File: src/rtl/pds_pkg.sv
package pds_pkg;
  typedef enum logic [1:0] {
    ST_IDLE,
    ST_WIN,
    ST_PEND,
    ST_ARMED
  } det_st_e;
endpackage

File: src/rtl/pds_window.sv
// Classifies one window of line samples by the spacing of transitions.
module pds_window #(
  parameter int WIN_LEN = 34,
  parameter int HOLD    = 32
) (
  input  logic clk,
  input  logic rst_n,
  input  logic active,
  input  logic trans,
  output logic done,
  output logic found,
  output logic is_dsd
);
  localparam int CW = $clog2(WIN_LEN);

  logic [CW-1:0] cnt, last;
  logic          seen, short_q, tr_use, gap_short;

  assign tr_use    = active && trans && (cnt != '0);
  assign gap_short = (32'(cnt) - 32'(last)) < 32'(HOLD);
  assign found     = seen | tr_use;
  assign is_dsd    = short_q | (tr_use && seen && gap_short);
  assign done      = active && (cnt == CW'(WIN_LEN - 1));

  always_ff @(posedge clk or negedge rst_n) begin
    if (!rst_n) begin
      cnt     <= '0;
      last    <= '0;
      seen    <= 1'b0;
      short_q <= 1'b0;
    end else if (!active || done) begin
      cnt     <= '0;
      last    <= '0;
      seen    <= 1'b0;
      short_q <= 1'b0;
    end else begin
      cnt     <= cnt + CW'(1);
      short_q <= is_dsd;
      if (tr_use) begin
        last <= cnt;
        seen <= 1'b1;
      end
    end
  end
endmodule

File: src/rtl/pds_zero_wait.sv
// Counts consecutive silent edges while armed; fires at the selected limit.
module pds_zero_wait #(
  parameter int BASE_CLKS = 65536
) (
  input  logic       clk,
  input  logic       rst_n,
  input  logic       arm,
  input  logic       quiet,
  input  logic [1:0] tmo_sel,
  output logic       expire
);
  localparam int CW = $clog2(BASE_CLKS * 8) + 1;

  logic [CW-1:0] cnt, lim;

  assign lim    = CW'(BASE_CLKS) << tmo_sel;
  assign expire = arm && quiet && (cnt == lim - CW'(1));

  always_ff @(posedge clk or negedge rst_n) begin
    if (!rst_n)                      cnt <= '0;
    else if (!arm || !quiet || expire) cnt <= '0;
    else                             cnt <= cnt + CW'(1);
  end
endmodule

File: src/rtl/pds_fullscale.sv
// Saturating run length of samples without a transition.
module pds_fullscale #(
  parameter int RUN_MIN = 28
) (
  input  logic clk,
  input  logic rst_n,
  input  logic trans,
  output logic full
);
  localparam int CW = $clog2(RUN_MIN + 1);

  logic [CW-1:0] run;

  assign full = (run == CW'(RUN_MIN));

  always_ff @(posedge clk or negedge rst_n) begin
    if (!rst_n)                     run <= '0;
    else if (trans)                 run <= '0;
    else if (run != CW'(RUN_MIN))   run <= run + CW'(1);
  end
endmodule

File: src/rtl/pcm_dsd_sense.sv
module pcm_dsd_sense
  import pds_pkg::*;
#(
  parameter int FS_CLKS      = 64,
  parameter int WIN_LEN      = 34,
  parameter int HOLD_CLKS    = 32,
  parameter int FULL_RUN     = 28,
  parameter int ZERO_BASE_FS = 1024
) (
  input  logic       bclk,
  input  logic       pdn_n,
  input  logic       auto_en,
  input  logic       soft_rst,
  input  logic [1:0] tmo_sel,
  input  logic       line_in,
  input  logic       zero_l,
  input  logic       zero_r,
  input  logic       mute_en,
  output logic       mode_dsd,
  output logic       int_rst,
  output logic       mute_req
);
  localparam int RST_LEN = 3 * FS_CLKS + FS_CLKS / 2;
  localparam int RCW     = $clog2(RST_LEN + 1);

  det_st_e        st;
  logic           line_q, hunt, stop_q, res_dsd;
  logic           trans, rise, quiet, en, stop_now;
  logic           win_done, win_found, win_dsd, expire, full;
  logic           apply, pass_end;
  logic [RCW-1:0] rcnt;

  assign trans    = line_in ^ line_q;
  assign rise     = line_in & ~line_q;
  assign quiet    = zero_l & zero_r;
  assign en       = auto_en & ~soft_rst;
  assign stop_now = stop_q | ~quiet;
  assign apply    = en && (st == ST_PEND) && rise;
  assign pass_end = en && (((st == ST_WIN) && win_done && !win_found) || apply);

  pds_window #(.WIN_LEN(WIN_LEN), .HOLD(HOLD_CLKS)) u_win (
    .clk    (bclk),
    .rst_n  (pdn_n),
    .active (en && (st == ST_WIN)),
    .trans  (trans),
    .done   (win_done),
    .found  (win_found),
    .is_dsd (win_dsd)
  );

  pds_zero_wait #(.BASE_CLKS(ZERO_BASE_FS * FS_CLKS)) u_zero (
    .clk     (bclk),
    .rst_n   (pdn_n),
    .arm     (st == ST_ARMED),
    .quiet   (quiet),
    .tmo_sel (tmo_sel),
    .expire  (expire)
  );

  pds_fullscale #(.RUN_MIN(FULL_RUN)) u_full (
    .clk   (bclk),
    .rst_n (pdn_n),
    .trans (trans),
    .full  (full)
  );

  // Pass sequencing: first pass, pending apply, silence wait, hunt loop.
  always_ff @(posedge bclk or negedge pdn_n) begin
    if (!pdn_n) begin
      st      <= ST_IDLE;
      line_q  <= 1'b0;
      hunt    <= 1'b0;
      stop_q  <= 1'b0;
      res_dsd <= 1'b0;
    end else begin
      line_q <= line_in;
      if (!en) begin
        st     <= ST_IDLE;
        hunt   <= 1'b0;
        stop_q <= 1'b0;
      end else begin
        if (hunt && !quiet) stop_q <= 1'b1;
        unique case (st)
          ST_IDLE:  st <= ST_WIN;
          ST_WIN: begin
            if (win_done && win_found) begin
              st      <= ST_PEND;
              res_dsd <= win_dsd;
            end
          end
          ST_PEND: begin
          end
          ST_ARMED: begin
            if (expire) begin
              st     <= ST_WIN;
              hunt   <= 1'b1;
              stop_q <= 1'b0;
            end
          end
        endcase
        if (pass_end) begin
          stop_q <= 1'b0;
          if (hunt && !stop_now) begin
            st <= ST_WIN;
          end else begin
            st   <= ST_ARMED;
            hunt <= 1'b0;
          end
        end
      end
    end
  end

  // Mode register and stretched reset after a real change.
  always_ff @(posedge bclk or negedge pdn_n) begin
    if (!pdn_n) begin
      mode_dsd <= 1'b0;
      rcnt     <= '0;
    end else if (apply && (res_dsd != mode_dsd)) begin
      mode_dsd <= res_dsd;
      rcnt     <= RCW'(RST_LEN);
    end else if (rcnt != '0) begin
      rcnt <= rcnt - RCW'(1);
    end
  end

  assign int_rst  = (rcnt != '0);
  assign mute_req = mute_en & mode_dsd & full;
endmodule

File: config.mk
export PLATFORM = sky130hd
export DESIGN_NAME = pcm_dsd_sense
export DESIGN_NICKNAME = d
export VERILOG_FILES = /design/src/rtl/pds_pkg.sv /design/src/rtl/pds_window.sv /design/src/rtl/pds_zero_wait.sv /design/src/rtl/pds_fullscale.sv /design/src/rtl/pcm_dsd_sense.sv
export SDC_FILE = /design/constraint.sdc
export NUM_CORES = 1
export LEC_CHECK = 0
export BUFFER_PORTS_ARGS = -buffer_cell sky130_fd_sc_hd__buf_4
export CAP_MARGIN = 20
export CORE_MARGIN = 3
export CORE_UTILIZATION = 35
export DETAILED_ROUTE_END_ITERATION = 8
export PLACE_DENSITY = 0.62
export REMOVE_ABC_BUFFERS = 1
export SKIP_CTS_REPAIR_TIMING = 1
export SYNTH_ARGS = -nofsm -noshare
export SYNTH_HDL_FRONTEND = slang
export SYNTH_HIERARCHICAL = 1
export SYNTH_SLANG_ARGS = --single-unit
File: constraint.sdc
create_clock -name bclk -period 2.7 [get_ports bclk]
set_input_delay 0.54 -clock bclk [delete_from_list [all_inputs] [get_ports bclk]]
set_output_delay 0.54 -clock bclk [all_outputs]
set_load 0.05 [all_outputs]
* Word-level counts from Yosys, hierarchy flattened *
Index checks and enable logic that the tools add are counted.

storage, ports and cells
  flip-flop bits (word level) = 54
  input bits = 10
  logic and storage cells = 105
  output and inout bits = 3

operators by class
  bitwise operators = 12
  reduce and logical (&&, ||, !) cells = 34
  muxes and demuxes = 27
  $lt $le $gt $ge = 1
  $add $sub $neg = 6
  shift-type cells = 1
  equality and inequality tests = 11

operators with widths
  cell                   number
  $lt 32x6->1 const B    1
  $add 20x1->20 const B  1
  $eq 20x20->1           1
  $mux 20                1
  $shl 17x2->20 const A  1
  $sub 20x1->20 const B  1
  $mux 6                 3
  $logic_and 1x1->1      17
  $mux 8                 2
  $mux 1                 13
  $mux 2                 5
  $mux 5                 2
  $reduce_bool 8->1      1
  $sub 8x1->8 const B    1
  $sub 6x6->7            1
  $add 6x1->6 const B    1
  $eq 6x6->1 const B     1
  $pmux 2 s3             1
  $reduce_and 3->1       2
  $reduce_bool 2->1      3
  $reduce_bool 6->1      1
  $add 5x1->5 const B    1
  $and 1x1->1            5
  $eq 5x5->1 const B     1
  13 further kinds       25

* Longest topological paths before layout *
  depth in word-level cells = 12
  mapped depth = 9
  depth with buffers taken out = 9

* Modules after synthesis *
Netlist, hierarchy kept.

modules (own cells, without submodules)
  module         cells each  seq. area each (µm²)  instances  area each (µm²)
  pds_zero_wait  108         500.5                 1          1,131.1
  pcm_dsd_sense  88          375.4                 1          868.3
  pds_window     79          350.3                 1          818.3
  pds_fullscale  26          125.1                 1          287.8

* Worst setup path after synthesis *
No wires, ideal clock.

  path type = input-to-reg
  start = input soft_rst
  end = register res_dsd
  data arrival time = 2.335 ns
  setup time = 0.125 ns
  path slack = 0.240 ns
  stages = 9
  buffers on the path = 1
  required time = 2.575 ns
  cell sequence = nand2b_1 > buf_6 > nor3b_1 > nand2_1 > a21oi_4 > or2_4 > inv_1 > nor3_1 > mux2_2

between the ends
  longest elaborated chain between the ends = 8
  elaborated cells between the ends (all ways) = 12
  classes of those cells = 4 x bitwise; 8 x reduce/logical

ends and longest elaborated chain
  what                               RTL line             text
  start, declared                    pcm_dsd_sense.sv:13  input logic soft_rst,
  $not 1->1                          pcm_dsd_sense.sv:36  assign en = auto_en & ~soft_rst;
  $and 1x1->1                        pcm_dsd_sense.sv:36
  $logic_and 1x1->1                  pcm_dsd_sense.sv:44  .active (en && (st == ST_WIN)),
  $logic_and 1x1->1 (2 in series)    pds_window.sv:19     assign tr_use = active && trans && (cnt != '0);
  $or 1x1->1                         pds_window.sv:21     assign found = seen | tr_use;
  named net win_found                pcm_dsd_sense.sv:29  logic win_done, win_found, win_dsd, expire, full;
  $logic_and 1x1->1                  pcm_dsd_sense.sv:86  if (win_done && win_found) begin
  $reduce_and 3->1 (no source line)  n/a
  end signal, assigned               pcm_dsd_sense.sv:88  res_dsd <= win_dsd;
  end, declared                      pcm_dsd_sense.sv:27  logic line_q, hunt, stop_q, res_dsd;

The timed path passes the listed nets, and every way through them passes these cells.
A chain may end at the register's enable or synchronous reset.

* Worst setup path in the final report *
  start = register u_zero.cnt[0]
  end = register hunt

between the ends
  longest elaborated chain between the ends = 7

ends and longest elaborated chain
  what                    RTL line              text
  start, declared         pds_zero_wait.sv:14   logic [CW-1:0] cnt, lim;
  start signal, assigned  pds_zero_wait.sv:22   else cnt <= cnt + CW'(1);
  $eq 20x20->1 (*)        pds_zero_wait.sv:17   assign expire = arm && quiet && (cnt == lim - CW'(1));
  $logic_and 1x1->1 (*)   pds_zero_wait.sv:17
  named net expire        pcm_dsd_sense.sv:29
  $mux 1 (*)              pcm_dsd_sense.sv:94   if (expire) begin
  $mux 1 (*)              pcm_dsd_sense.sv:83   unique case (st)
  $mux 1                  pcm_dsd_sense.sv:103  if (hunt && !stop_now) begin
  $mux 1 (*)              pcm_dsd_sense.sv:101  if (pass_end) begin
  $mux 1 (*)              pcm_dsd_sense.sv:77   if (!en) begin
  end signal, assigned    pcm_dsd_sense.sv:79   hunt <= 1'b0;
  end signal, assigned    pcm_dsd_sense.sv:96   hunt <= 1'b1;
  end signal, assigned    pcm_dsd_sense.sv:107  hunt <= 1'b0;
  end, declared           pcm_dsd_sense.sv:27

Mark *: on every way through the listed nets, which the timed path passes. The rest lies on a longest branch.

==> flow_summary.ini <==
[route]
vias_per_cell = 5.208
drtAntennaViolNets = 0
drt-total-wl_um = 5538
drt_iter0_drc = 63
wl_per_cell_um = 12.97
vias = 2224
drc_errors = 0
first_pass_iters = 4

[setup_path]
cp.arrival_ns = 2.64
worst_setup_path_end_kind = flip-flop
rr_worst_depth = 6
crit_path_start = u_zero/cnt[0]$_DFF_PN0_
worstPathRequired_ns = 2.91
worstReg2RegStart = u_zero/cnt[0]$_DFF_PN0_
worst_setup_path_start_kind = flip-flop
criticalPathCategory = reg2reg
cp_max_fo = 4

[clocking]
insertion_delay_ns = 0.30
cts_root_buffer = clkbuf_8
cts.clk_slew.worst_paths_ns = 0.09
numClockSinks = 54
clockBufferDepth = 2
htree_levels = 2
tritoncts = yes
cts_buffers = 5

[grt]
grt_pass1_wl_um = 9949
grt_usage = 0.1204
overflow = 0
grt_pass1_vias = 2192
grt_antenna_before_repair = 0
grt_max_degree = 55

[timing]
skew_ns = 0.007566
grt_setup_unrepaired = no
max_slew_margin = 0.5349
tightestPinTransition_ns = 0.6801
fmax_mhz = 410.5
final-setup-viol-count = 0
hold_violations = 0
final.setup.tns_ns = 0
fin_crit_sh = 0.9021
fin_crit_ns = 2.436
finalMaxSlewViolations = 0

[cells_and_area]
layout.nets = 345
syn_to_final_growth_pct = 10.52
final_layout_size_suffix_gt1_frac = 0.1863
layout.cells.non_filler = 427
fin_area_um2 = 3432
antennaDiodeCount = 0
n_fill_cell = 848

[die]
ioPinCount = 13
fp.dieH_um = 100.2
core_area_um2 = 8423
initial_core_util = 0.3687
die_area_um2 = 10040
die_w_um = 100.2
rows = 33

[placement]
dpl_cell_area_um2 = 3341
io_buffers = 12
hpwl_um = 3921
dp_cells = 419
place_congestion = 0.7644

[power]
peakVddDrop_mv = 0.2067
p_per_area_nw_per_um2 = 398.7
cellLeakagePower_uw = 0.001318

[yosys]
avgSynthCellArea_um2 = 10.32
yosysWarnings = 6
synthAdderAreaFrac = 0.05641
yosys-top-cells-count = dfrtp_1, inv_1, nor2_1, xnor2_1, ha_1
synth_compound_area_frac = 0.1092
ys_types = 63
ys_top_cells_by_area = dfrtp_1, ha_1, xnor2_1
synthMuxAreaShare = 0.03828
postSynth.asyncResetShare = 1.000
yosys.area.top_type = dfrtp_1
netlist.area_leader.share = 0.4351
synth_enable_flop_cells = 0
synth_xor_area_frac = 0.05641
synth_top_family_by_area = simple AND/OR/NAND/NOR gates
syn-instance-count = 301
ys_ff_latch = 54
synth_most_common_cell = dfrtp_1
seq_area_frac_synth = 0.4351
synth_area_um2 = 3105
synth_flop_cell = dfrtp_1
synth_simple_gate_area_share = 0.2558

[run_status]
run_status = finished clean

[worst_hold_path]
hp-class = in2async

[run]
cap_violations = 0
## report_power, final
part	total, µW	internal [µW]	switching, µW
Combinational	75.9	31.0	44.9
Sequential	830	817	12.8
Clock	463	208	255
Total	1370	1060	313
## kinds of logic after synthesis
| kind of cell | Yosys count |
|---|---|
| and+or+nand+nor | 124 |
| buffers and inverters | 33 |
| xor gates and xnor gates | 20 |
| adders and majority gates | 14 |
| DFF | 54 |
| AOI/OAI and AO/OA | 45 |
| muxes | 11 |
## worst paths after layout
| kind | endpoint | slack, ns |
|---|---|---|
| max | hunt$_DFF_PN0_ | 0.26 |
| min | u_full/run[1]$_DFFE_PN0P_ | 0.27 |
| max reg2reg | hunt$_DFF_PN0_ | 0.26 |
| min reg2reg | u_zero/cnt[0]$_DFF_PN0_ | 0.52 |
| max in group asynchronous | u_win/short_q$_DFF_PN0_ | 1.99 |
| min in group bclk | line_q$_DFF_PN0_ | 0.36 |
## per-stage QoR
stage | utilization | hold slack, ns | setup slack (ns) | power, µW
after floorplan | - | 0.2444 | 0.2306 | 882.0
after global placement | 0.3966 | 0.4841 | 0.4039 | 919.8
after detailed placement | 0.3966 | 0.4987 | 0.2608 | 924.4
after CTS | 0.4075 | 0.2996 | 0.2429 | 1394
after global routing | 0.4075 | 0.3279 | 0.07820 | 1438
final | 0.4075 | 0.2723 | 0.2642 | 1368
## final cells by class
class,count,area (µm²),share of cell area
multi-input combinational,214,1603,0.4670
sequential,54,1351,0.3937
timing repair buffer,22,165.2,0.04812
tap,105,131.4,0.03828
inverter,24,90.09,0.02625
clock buffer,7,86.33,0.02515
clock inverter,1,5.005,0.001458
## flip-flops by register name (all words and copies together), names as in the netlist, 2 cells and up
signal	flops
u_zero/cnt	20
u_win/cnt	6
u_win/last	6
rcnt	8
st	2
u_full/run	5
## cell usage in the layout, fill, tap and decap left out, drive strengths merged, types with 4 or more instances in the layout
cell type / Yosys / layout
dfrtp: 54 / 54
nor3: 22 / 22
a211oi: 8 / 8
o21ai: 8 / 8
a31oi: 5 / 5
mux2i: 7 / 7
mux2: 4 / 4
nand3: 11 / 11
nor3b: 4 / 4
a21oi: 7 / 7
or3: 5 / 5
nand2b: 7 / 7
clkbuf: 3 / 7
nand4: 8 / 8
ha: 14 / 14
nor2: 21 / 21
nand2: 13 / 13
or4: 6 / 6
buf: 6 / 22
nor4: 8 / 8
xnor2: 17 / 17
inv: 24 / 24
## layer usage
layer / GRT usage / wire [µm]
met1: 0.1601 / 2792
met2: 0.1962 / 2558
met3: 0.02502 / 126
met4: 0.03938 / 61
met5: 0 / 0
## critical path, cell delays in order (launching register included)
cell and delay, ns:
dfrtp_1 0.42, ha_1 0.20, nand3_1 0.10, or4_1 0.53
a2111oi_0 0.65, nand2_1 0.13, a221oi_1 0.31
Power figures use the tool's default switching activity.
